`config.mk`:
```
export PLATFORM = sky130hd
export DESIGN_NAME = ssr_rx_top
export DESIGN_NICKNAME = d
export VERILOG_FILES = /design/src/rtl/ssr_pkg.sv /design/src/rtl/ssr_clkgen.sv /design/src/rtl/ssr_shift.sv /design/src/rtl/ssr_buf.sv /design/src/rtl/ssr_rx_top.sv
export SDC_FILE = /design/constraint.sdc
export NUM_CORES = 1
export LEC_CHECK = 0
export ABC_AREA = 0
export BUFFER_PORTS_ARGS = -buffer_cell sky130_fd_sc_hd__buf_2
export CORE_MARGIN = 3
export CORE_UTILIZATION = 45
export DETAILED_ROUTE_END_ITERATION = 8
export GPL_TIMING_DRIVEN = 0
export HOLD_SLACK_MARGIN = 0.02
export PLACE_DENSITY_LB_ADDON = 0.12
export SLEW_MARGIN = 25
export SYNTH_ARGS = -nofsm -noshare
export SYNTH_HDL_FRONTEND = slang
export SYNTH_SLANG_ARGS = --single-unit
export TNS_END_PERCENT = 20
```
`constraint.sdc`:
```
create_clock -name clk -period 3.7 [get_ports clk]
set_clock_uncertainty 0.1 [all_clocks]
set_input_delay 0.37 -clock clk [delete_from_list [all_inputs] [get_ports clk]]
set_output_delay 0.37 -clock clk [all_outputs]
set_load 0.1 [all_outputs]
```
`src/rtl/ssr_pkg.sv`:
```
package ssr_pkg;
  localparam int unsigned AW = 4;
  localparam int unsigned DW = 8;
  localparam logic [AW-1:0] A_CTRL = 4'd0;
  localparam logic [AW-1:0] A_CFG  = 4'd1;
  localparam logic [AW-1:0] A_STAT = 4'd2;
  localparam int unsigned C_RUN  = 0;
  localparam int unsigned C_KILL = 1;
  localparam int unsigned C_EXT  = 2;
  localparam int unsigned C_WIDE = 3;
  localparam int unsigned C_DIVL = 4;
  localparam int unsigned S_BUSY = 0;
  localparam int unsigned S_OVR  = 1;
  localparam int unsigned S_FULL = 2;
endpackage

```
`src/rtl/ssr_clkgen.sv`:
```
module ssr_clkgen #(
  parameter int unsigned DIV_W = 3
) (
  input  logic             clk,
  input  logic             rst_n,
  input  logic             en_int,
  input  logic             ext_sel,
  input  logic [DIV_W-1:0] div,
  input  logic             sclk_i,
  output logic             sclk_o,
  output logic             tick
);
  localparam int unsigned CNT_W = (1 << DIV_W) - 1;

  logic [CNT_W-1:0] cnt_q, cnt_n, lim;
  logic             sclk_q, sclk_n;
  logic [2:0]       sync_q, sync_n;
  logic             int_tick, ext_tick;

  always_comb begin
    lim    = CNT_W'((32'd1 << div) - 32'd1);
    cnt_n  = cnt_q;
    sclk_n = sclk_q;
    if (!en_int) begin
      cnt_n  = '0;
      sclk_n = 1'b1;
    end else if (cnt_q == lim) begin
      cnt_n  = '0;
      sclk_n = ~sclk_q;
    end else begin
      cnt_n  = cnt_q + 1'b1;
    end
    sync_n   = {sync_q[1:0], sclk_i};
    int_tick = en_int && (cnt_q == lim) && !sclk_q;
    ext_tick = sync_q[1] && !sync_q[2];
    tick     = ext_sel ? ext_tick : int_tick;
  end

  always_ff @(posedge clk or negedge rst_n) begin
    if (!rst_n) begin
      cnt_q  <= '0;
      sclk_q <= 1'b1;
      sync_q <= 3'b111;
    end else begin
      cnt_q  <= cnt_n;
      sclk_q <= sclk_n;
      sync_q <= sync_n;
    end
  end

  assign sclk_o = sclk_q;
endmodule

```
`src/rtl/ssr_shift.sv`:
```
module ssr_shift #(
  parameter int unsigned W = 8
) (
  input  logic         clk,
  input  logic         rst_n,
  input  logic         clr,
  input  logic         tick,
  input  logic         sdi,
  input  logic         wide,
  output logic         done,
  output logic         gap,
  output logic [W-1:0] word
);
  localparam int unsigned CW   = $clog2(W);
  localparam int unsigned HALF = W / 2;

  logic [CW-1:0] cnt_q, cnt_n, last;
  logic [W-1:0]  sh_q, sh_n, sh_in;

  always_comb begin
    last  = wide ? CW'(W - 1) : CW'(HALF - 1);
    sh_in = {sdi, sh_q[W-1:1]};
    cnt_n = cnt_q;
    sh_n  = sh_q;
    done  = 1'b0;
    if (clr) begin
      cnt_n = '0;
    end else if (tick) begin
      sh_n = sh_in;
      if (cnt_q == last) begin
        cnt_n = '0;
        done  = 1'b1;
      end else begin
        cnt_n = cnt_q + 1'b1;
      end
    end
    word = wide ? sh_in : (sh_in >> HALF);
    gap  = (cnt_q == '0);
  end

  always_ff @(posedge clk or negedge rst_n) begin
    if (!rst_n) begin
      cnt_q <= '0;
      sh_q  <= '0;
    end else begin
      cnt_q <= cnt_n;
      sh_q  <= sh_n;
    end
  end
endmodule

```
`src/rtl/ssr_buf.sv`:
```
module ssr_buf #(
  parameter int unsigned DEPTH = 8,
  parameter int unsigned W     = 8,
  parameter int unsigned IW    = $clog2(DEPTH)
) (
  input  logic          clk,
  input  logic          rst_n,
  input  logic          clr_all,
  input  logic          wr_en,
  input  logic [IW-1:0] wr_idx,
  input  logic [W-1:0]  wr_data,
  input  logic [IW-1:0] rd_idx,
  output logic [W-1:0]  rd_data
);
  logic [W-1:0] mem_q [DEPTH];
  logic [W-1:0] mem_n [DEPTH];

  for (genvar g = 0; g < DEPTH; g++) begin : g_word
    always_comb begin
      mem_n[g] = mem_q[g];
      if (clr_all)                            mem_n[g] = '0;
      else if (wr_en && (wr_idx == IW'(g)))   mem_n[g] = wr_data;
    end
    always_ff @(posedge clk or negedge rst_n) begin
      if (!rst_n) mem_q[g] <= '0;
      else        mem_q[g] <= mem_n[g];
    end
  end

  assign rd_data = mem_q[rd_idx];
endmodule

```
`src/rtl/ssr_rx_top.sv`:
```
module ssr_rx_top
  import ssr_pkg::*;
#(
  parameter int unsigned DEPTH = 8,
  parameter int unsigned DIV_W = 3
) (
  input  logic          clk,
  input  logic          rst_n,
  input  logic          bus_sel,
  input  logic          bus_wr,
  input  logic          bus_rd,
  input  logic [AW-1:0] bus_addr,
  input  logic [DW-1:0] bus_wdata,
  output logic [DW-1:0] bus_rdata,
  input  logic          sclk_i,
  output logic          sclk_o,
  input  logic          sdi,
  output logic          irq
);
  localparam int unsigned IW = $clog2(DEPTH);

  logic [1:0]       rsync_q;
  logic             rst_s;
  logic             run_q, run_n, ext_q, ext_n, wide_q, wide_n;
  logic [DIV_W-1:0] div_q, div_n;
  logic [IW-1:0]    wcnt_q, wcnt_n, wptr_q, wptr_n;
  logic             busy_q, busy_n, ovr_q, ovr_n, full_q, full_n;
  logic             wr_ctrl, wr_cfg, wr_stat, rd_buf, kill, start, mode_chg;
  logic             en_int, tick, rx_tick, w_done, gap, overrun, store;
  logic [DW-1:0]    word, buf_rd;

  always_ff @(posedge clk or negedge rst_n) begin
    if (!rst_n) rsync_q <= 2'b00;
    else        rsync_q <= {rsync_q[0], 1'b1};
  end
  assign rst_s = rsync_q[1];

  always_comb begin
    wr_ctrl  = bus_sel && bus_wr && (bus_addr == A_CTRL);
    wr_cfg   = bus_sel && bus_wr && (bus_addr == A_CFG);
    wr_stat  = bus_sel && bus_wr && (bus_addr == A_STAT);
    rd_buf   = bus_sel && bus_rd && bus_addr[AW-1];
    kill     = wr_ctrl && bus_wdata[C_KILL];
    start    = wr_ctrl && bus_wdata[C_RUN] && !bus_wdata[C_KILL] && !busy_q;
    mode_chg = wr_ctrl && (bus_wdata[C_WIDE] != wide_q);
    en_int   = busy_q && !ext_q && !(gap && (full_q || !run_q));
    rx_tick  = tick && busy_q;
    overrun  = w_done && ext_q && full_q;
    store    = w_done && !overrun;

    run_n  = run_q;  ext_n = ext_q;  wide_n = wide_q;  div_n = div_q;
    wcnt_n = wcnt_q;
    if (wr_ctrl) begin
      run_n  = bus_wdata[C_RUN] && !bus_wdata[C_KILL];
      ext_n  = bus_wdata[C_EXT];
      wide_n = bus_wdata[C_WIDE];
      div_n  = bus_wdata[C_DIVL +: DIV_W];
    end
    if (wr_cfg) wcnt_n = bus_wdata[IW-1:0];

    busy_n = busy_q;
    if (kill)                         busy_n = 1'b0;
    else if (start)                   busy_n = 1'b1;
    else if (overrun)                 busy_n = 1'b0;
    else if (busy_q && !run_q && gap) busy_n = 1'b0;

    ovr_n = ovr_q;
    if (overrun)                           ovr_n = 1'b1;
    else if (wr_stat && bus_wdata[S_OVR])  ovr_n = 1'b0;

    full_n = full_q;
    if (kill || start)                      full_n = 1'b0;
    else if (store && (wptr_q == wcnt_q))   full_n = 1'b1;
    else if (rd_buf)                        full_n = 1'b0;

    wptr_n = wptr_q;
    if (kill || start || mode_chg) wptr_n = '0;
    else if (store)                wptr_n = (wptr_q == wcnt_q) ? '0 : wptr_q + 1'b1;
  end

  always_ff @(posedge clk or negedge rst_s) begin
    if (!rst_s) begin
      run_q <= 1'b0;  ext_q <= 1'b0;  wide_q <= 1'b1;  div_q <= '0;
      wcnt_q <= '0;   wptr_q <= '0;
      busy_q <= 1'b0; ovr_q <= 1'b0;  full_q <= 1'b0;
    end else begin
      run_q <= run_n;  ext_q <= ext_n;  wide_q <= wide_n;  div_q <= div_n;
      wcnt_q <= wcnt_n; wptr_q <= wptr_n;
      busy_q <= busy_n; ovr_q <= ovr_n; full_q <= full_n;
    end
  end

  ssr_clkgen #(.DIV_W(DIV_W)) u_clk (
    .clk(clk), .rst_n(rst_s), .en_int(en_int), .ext_sel(ext_q), .div(div_q),
    .sclk_i(sclk_i), .sclk_o(sclk_o), .tick(tick)
  );

  ssr_shift #(.W(DW)) u_shift (
    .clk(clk), .rst_n(rst_s), .clr(!busy_q || kill), .tick(rx_tick), .sdi(sdi),
    .wide(wide_q), .done(w_done), .gap(gap), .word(word)
  );

  ssr_buf #(.DEPTH(DEPTH), .W(DW)) u_buf (
    .clk(clk), .rst_n(rst_s), .clr_all(mode_chg), .wr_en(store), .wr_idx(wptr_q),
    .wr_data(word), .rd_idx(bus_addr[IW-1:0]), .rd_data(buf_rd)
  );

  always_comb begin
    bus_rdata = '0;
    if (bus_addr[AW-1]) bus_rdata = buf_rd;
    else if (bus_addr == A_CTRL) begin
      bus_rdata[C_RUN]  = run_q;
      bus_rdata[C_EXT]  = ext_q;
      bus_rdata[C_WIDE] = wide_q;
      bus_rdata[C_DIVL +: DIV_W] = div_q;
    end else if (bus_addr == A_CFG) bus_rdata[IW-1:0] = wcnt_q;
    else if (bus_addr == A_STAT) begin
      bus_rdata[S_BUSY] = busy_q;
      bus_rdata[S_OVR]  = ovr_q;
      bus_rdata[S_FULL] = full_q;
    end
  end

  assign irq = full_q;
endmodule

```
# --- Word-level counts from Yosys, hierarchy flattened ---
# Cells that the tools add are included.
op_classes:
  add_sub_neg: 4
  order_cmp: 1
  n_eq_ne: 14
  n_shift: 1
  mux: 52
  bitwise: 3
  reduce_logical: 63
op_table:
  columns: ["cell", "count"]
  rows:
  - ["$mux 8", 19]
  - ["$logic_and 1x1->1", 34]
  - ["$mux 3", 9]
  - ["$bmux 8 s3", 1]
  - ["$reduce_bool 2->1", 11]
  - ["$mux 7", 3]
  - ["$mux 1", 19]
  - ["$eq 3x3->1 const B", 4]
  - ["$logic_not 1->1", 8]
  - ["$add 7x1->7 const B", 1]
  - ["$eq 7x7->1", 1]
  - ["$shl 1x3->7 const A", 1]
  - ["$sub 7x1->7 const B", 1]
  - ["$add 3x1->3 const B", 2]
  - ["$eq 3x2->1 const B", 2]
  - ["$eq 3x3->1", 2]
  - ["$logic_not 3->1", 2]
  - ["$eq 4x1->1 const B", 1]
  - ["$eq 4x2->1 const B", 1]
  - ["$ge 4x4->1 const B", 1]
  - ["$logic_not 4->1", 1]
  - ["$logic_or 1x1->1", 4]
  - ["$mux 4", 1]
  - ["$not 3->4", 1]
  - ["7 further kinds", 8]
totals:
  regBits: 103
  input_bits: 19
  word_cells: 161

# --- Logic depth before layout (Yosys ltp) ---
logic_depth:
  ltp_word: 18
  mapped_depth: 11

# --- Cells and area by module ---
# A second synthesis with hierarchy kept.
unflattened:
  hier_cells: 504
  area_unflattened_um2: 5472.7
by_module_without_submodules:
  columns: ["mod", "n_inst", "cells_each", "area_per_inst_um2", "seq_area_each_um2"]
  rows:
  - ["ssr_buf", 1, 301, 3219.3, 1601.5]
  - ["ssr_rx_top", 1, 96, 1031.0, 426.7]
  - ["ssr_clkgen", 1, 62, 643.1, 280.3]
  - ["ssr_shift", 1, 45, 579.3, 250.2]

# --- Least setup slack after synthesis ---
# Ideal clock, no wire load.
synth_timing:
  path_type: "input to output"
  from: "input bus_addr[3]"
  to: "output bus_rdata[5]"
  arrival_ns: 3.118
  t_required_ns: 3.230
  setup_slack_ns: 0.112
  path_stages: 2
  cell_sequence: "or4_1 o21ai_0"
synth_via:
  elab_chain_cells: 3
synth_lines:
  columns: ["item", "line_no", "source"]
  rows:
  - ["start, declared", "ssr_rx_top.sv:12", "input logic [AW-1:0] bus_addr,"]
  - ["$logic_not 4->1", "ssr_rx_top.sv:111", "else if (bus_addr == A_CTRL) begin"]
  - ["$mux 4", "ssr_rx_top.sv:111", null]
  - ["$mux 7 *", "ssr_rx_top.sv:110", "if (bus_addr[AW-1]) bus_rdata = buf_rd;"]
  - ["end, declared", "ssr_rx_top.sv:14", "output logic [DW-1:0] bus_rdata,"]
# Every way passes the cells marked *; elsewhere a longest branch is shown, timed or not.

# --- Worst setup path in the final report ---
layout_timing:
  from: "register div_q[2]"
  to: "register u_buf.mem_q[45] (netlist bit)"
layout_via:
  elab_chain_cells: 15
layout_lines:
  columns: ["item", "line_no", "source"]
  rows:
  - ["start, declared", "ssr_rx_top.sv:25", "logic [DIV_W-1:0] div_q, div_n;"]
  - ["start signal, assigned", "ssr_rx_top.sv:87", "run_q <= run_n; ext_q <= ext_n; wide_q <= wide_n; div_q <= div_n;"]
  - ["$shl 1x3->7 *", "ssr_clkgen.sv:21", "lim = CNT_W'((32'd1 << div) - 32'd1);"]
  - ["$sub 7x1->7 *", "ssr_clkgen.sv:21", null]
  - ["$eq 7x7->1 *", "ssr_clkgen.sv:34", "int_tick = en_int && (cnt_q == lim) && !sclk_q;"]
  - ["$logic_and 1x1->1 * (2 in series)", "ssr_clkgen.sv:34", null]
  - ["$mux 1 *", "ssr_clkgen.sv:36", "tick = ext_sel ? ext_tick : int_tick;"]
  - ["$logic_and 1x1->1 *", "ssr_rx_top.sv:47", "rx_tick = tick && busy_q;"]
  - ["$mux 1 *", "ssr_shift.sv:28", "end else if (tick) begin"]
  - ["$mux 1 *", "ssr_shift.sv:26", "if (clr) begin"]
  - ["$logic_and 1x1->1 (2 in series)", "ssr_rx_top.sv:48", "overrun = w_done && ext_q && full_q;"]
  - ["$logic_not 1->1", "ssr_rx_top.sv:49", "store = w_done && !overrun;"]
  - ["$logic_and 1x1->1 *", "ssr_rx_top.sv:49", null]
  - ["$logic_and 1x1->1 *", "ssr_buf.sv:22", "else if (wr_en && (wr_idx == IW'(g))) mem_n[g] = wr_data;"]
  - ["$reduce_bool 2->1 (no line) *", null, null]
  - ["end signal, assigned by index", "ssr_buf.sv:26", "else mem_q[g] <= mem_n[g];"]
  - ["end, declared", "ssr_buf.sv:15", "logic [W-1:0] mem_q [DEPTH];"]
# Marked as above.
# A chain may end at the register's enable or synchronous reset.

==> reports/qor.txt <==
OUTCOME
---------------------------------------------------------------------------------
Result of the run                                                    complete, no violations

TIMING
---------------------------------------------------------------------------------
Count of final hold-check violations                                            0
Measured slew at the worst slew-check pin                                  915 ps
Tmin final                                                                3470 ps
Min setup slack post-route                                                 232 ps
RSZ-0062 raised after global routing                                        false
Setup-failing EPs final                                                         0
Share of the cycle needed by the critical path after routing                93.7%
Number of pins with negative max-slew slack in the final report                 0
Max Freq                                                                  288 MHz
Worst rel slew slack                                                        39.0%

SETUP PATH
---------------------------------------------------------------------------------
Maximum fanout along the worst path                                            10
Crit path kind                                                       flip-flop to flip-flop
Data required time at the worst endpoint                                  3860 ps
Arrival time of data at the critical path endpoint                        3630 ps
CP Capture Type                                                         flip-flop
Critical Path Source Type                                               flip-flop

ROUTING
---------------------------------------------------------------------------------
Routed len/inst                                                           20.0 um
Total iterations of the first detailed-routing run                              4
Total number of vias                                                         3777
Post-Route WL                                                            13300 um
Average vias per placed instance                                             5.68
Final antenna-violating net count                                               0
Starting DRT DRC Count                                                        219
Count of unresolved DRC violations after routing                                0

GLOBAL ROUTING
---------------------------------------------------------------------------------
Largest net degree at the start of global routing                              52
Sum of overflow across all layers after global routing                          0
Wire length of the first global-routing pass                             21700 um
Initial antenna violation count                                                 0
Vias in the first global route                                               3954
Combined global-route utilization of all metal layers                       21.2%

FINAL LAYOUT
---------------------------------------------------------------------------------
Fin cells                                                                     665
# diodes                                                                        0
Area growth from synthesis to layout                                        12.4%
Filler Cell Count                                                            1035
# nets final                                                                  546
Fraction of layout cells with a size suffix above 1                         22.2%
Layout Cell Area excl Fill                                             6230 sq um
Multi-input gate area in the final layout                              2780 sq um
Register Area                                                          2560 sq um

DIE
---------------------------------------------------------------------------------
Total I/O pin count                                                            29
Number of cell rows                                                            39
Core box area                                                         11700 sq um
Die outline height                                                         117 um
Area of the die                                                       13700 sq um
Starting density of the core                                                47.3%
Chip Width                                                                 117 um

PLACEMENT
---------------------------------------------------------------------------------
Area post-placement                                                    5890 sq um
Place WS                                                                   252 ps
RD Place Congestion                                                         0.816
Final HPWL DP                                                             9590 um
# port buffers                                                                 27
Cells after DPL                                                               647

CLOCK TREE
---------------------------------------------------------------------------------
Clock latency of the later-clocked register in the worst-skew pair         350 ps
CTS tree                                                                     done
Clock sink count                                                              102
Clock Tree Root                                                         clkbuf_16
H-tree Lvls                                                                     3
Maximum clock insertion buffer count                                            2
Clock transition at path regs                                               70 ps
Inserted Clock Buffers                                                          9

YOSYS
---------------------------------------------------------------------------------
Net Count, Synth                                                              505
Largest cells by area after synthesis                                dfrtp_1 (44%), mux2i_1 (12%), mux4_2 (6.5%), nand2_1 (6.0%), mux2_2 (5.1%)
Number of warnings issued by yosys                                              0
Post-synthesis instance total                                                 476
Most numerous cell types in the synthesized netlist                  dfrtp_1 (97), nand2_1 (89), mux2i_1 (67), mux2_2 (25), mux4_2 (16)
Library cells used by synthesis                                                57
Fraction of registers with async set/reset                                   100%
Most frequently used cell type in the post-synthesis netlist              dfrtp_1
Synth area leader                                                         dfrtp_1
Post-synth design cell area                                            5540 sq um
Yosys reg bits                                                                102
Number of enable flip-flop cells after synthesis                                0
Average size of a mapped cell                                          11.6 sq um
Sequential area share after synthesis                                       46.2%
Top_reg_cell synth                                                        dfrtp_1
Area share of the leading cell type in the synthesized netlist              43.8%

POWER
---------------------------------------------------------------------------------
Total chip power                                                          2.53 mW
Power per cell area                                                   406 nW/um^2
Worst IR drop on VDD                                                     0.316 mV
Cell leakage power                                                        3.04 nW

HOLD PATH
---------------------------------------------------------------------------------
Path class of the lowest-slack min-delay path                        input pin to flip-flop

FLOW RUN
---------------------------------------------------------------------------------
Max-capacitance violation count                                                 0

-- per-stage QoR --
| step | utilization (%) | hold slack (ps) | setup TNS, ps |
|---|---|---|---|
| floorplan | - | -25.6 | 0 |
| global placement | 50.0 | 55.1 | -58680 |
| detailed placement | 50.3 | 57.9 | 0 |
| CTS | 53.2 | 137 | 0 |
| global route | 53.2 | 157 | 0 |
| finish | 53.2 | 148 | 0 |
-- placed cells by master, fill, tap and decap left out, types with 9 or more instances in the layout --
cell	instances
dfrtp_1	96
ha_1	10
nand2_1	89
buf_2	27
xnor2_1	11
clkbuf_1	9
nand3_1	9
o21ai_0	15
clkbuf_16	9
inv_1	14
mux4_2	16
nor2_1	13
mux2i_1	67
mux2_2	25
-- metal layers --
metal / vias to the layer above / track usage (%) / share of wire [%]
met2: 69 / 32.2 / 47
met4: 0 / 5.28 / 0.78
li1: 1775 / - / -
met1: 1926 / 31.6 / 48
met3: 7 / 3.75 / 4.5
met5: - / 0 / 0
-- worst max-delay path, cell delays in order, from the launching register on --
cell and delay, ps:
dfrtp_1 390, buf_4 180, or3_2 470, ha_1 300, xnor2_1 220, xnor2_1 120
a311o_1 350, o31ai_4 420, nand4_2 510, mux2i_1 300
-- flip-flops by register name, indices dropped and copies added (netlist names), 2 cells and up --
signal	count
rsync_q	2
u_clk.cnt_q	7
wcnt_q	3
div_q	3
u_clk.sync_q	3
wptr_q	3
u_shift.cnt_q	3
u_shift.sh_q	7
u_buf.mem_q	64
-- final timing paths --
check | startpoint | slack [ps] | cells past startpoint | end
max | div_q[2] | 230 | 9 | u_buf.mem_q[45]
min | bus_wdata[2] | 150 | 3 | ext_q
max reg2reg | div_q[2] | 230 | 9 | u_buf.mem_q[45]
min reg2reg | rsync_q[0] | 260 | 0 | rsync_q[1]
max in group asynchronous | rsync_q[1] | 2500 | 1 | wide_q
min in group asynchronous | rst_n | 230 | 2 | rsync_q[1]
-- report_power, final --
part	total, mW	internal, mW	switching (mW)
combinational	0.331	0.131	0.200
sequential	1.17	1.14	0.0325
clock	1.03	0.595	0.433
-- area by class of cell --
class                           instances  share of cell area [%]
Buffer                                 22                    2.45
Sequential cell                       102                    41.1
Clock buffer                            9                    3.62
Clock inverter                          7                    1.55
Tap cell                              143                    2.87
Timing Repair Buffer                   30                    2.93
Multi-Input combinational cell        338                    44.6
Inverter                               14                   0.844
-- cells by family (layout without fill, tap and decap cells) --
group | after synthesis | after routing | synth area share, %
AOI/OAI and AO/OA | 51 | 51 | 6.53
xor gates and xnor gates | 16 | 16 | 2.53
adders and majority gates | 10 | 10 | 2.26
buffers and inverters | 36 | 82 | 3.70
DFF | 102 | 102 | 46.2
muxes | 108 | 108 | 23.7
other | 1 | 1 | 0.0677
and+or+nand+nor | 152 | 152 | 15.0
-- what timing repair did --
item / in CTS / in global routing
hold buffers: 2 / 0
buffers inserted: 0 / 0
gates resized for setup: 0 / 0
setup endpoints to repair: 0 / 0
hold endpoints to repair: 3 / 0
(Power assumes the default switching activity.)
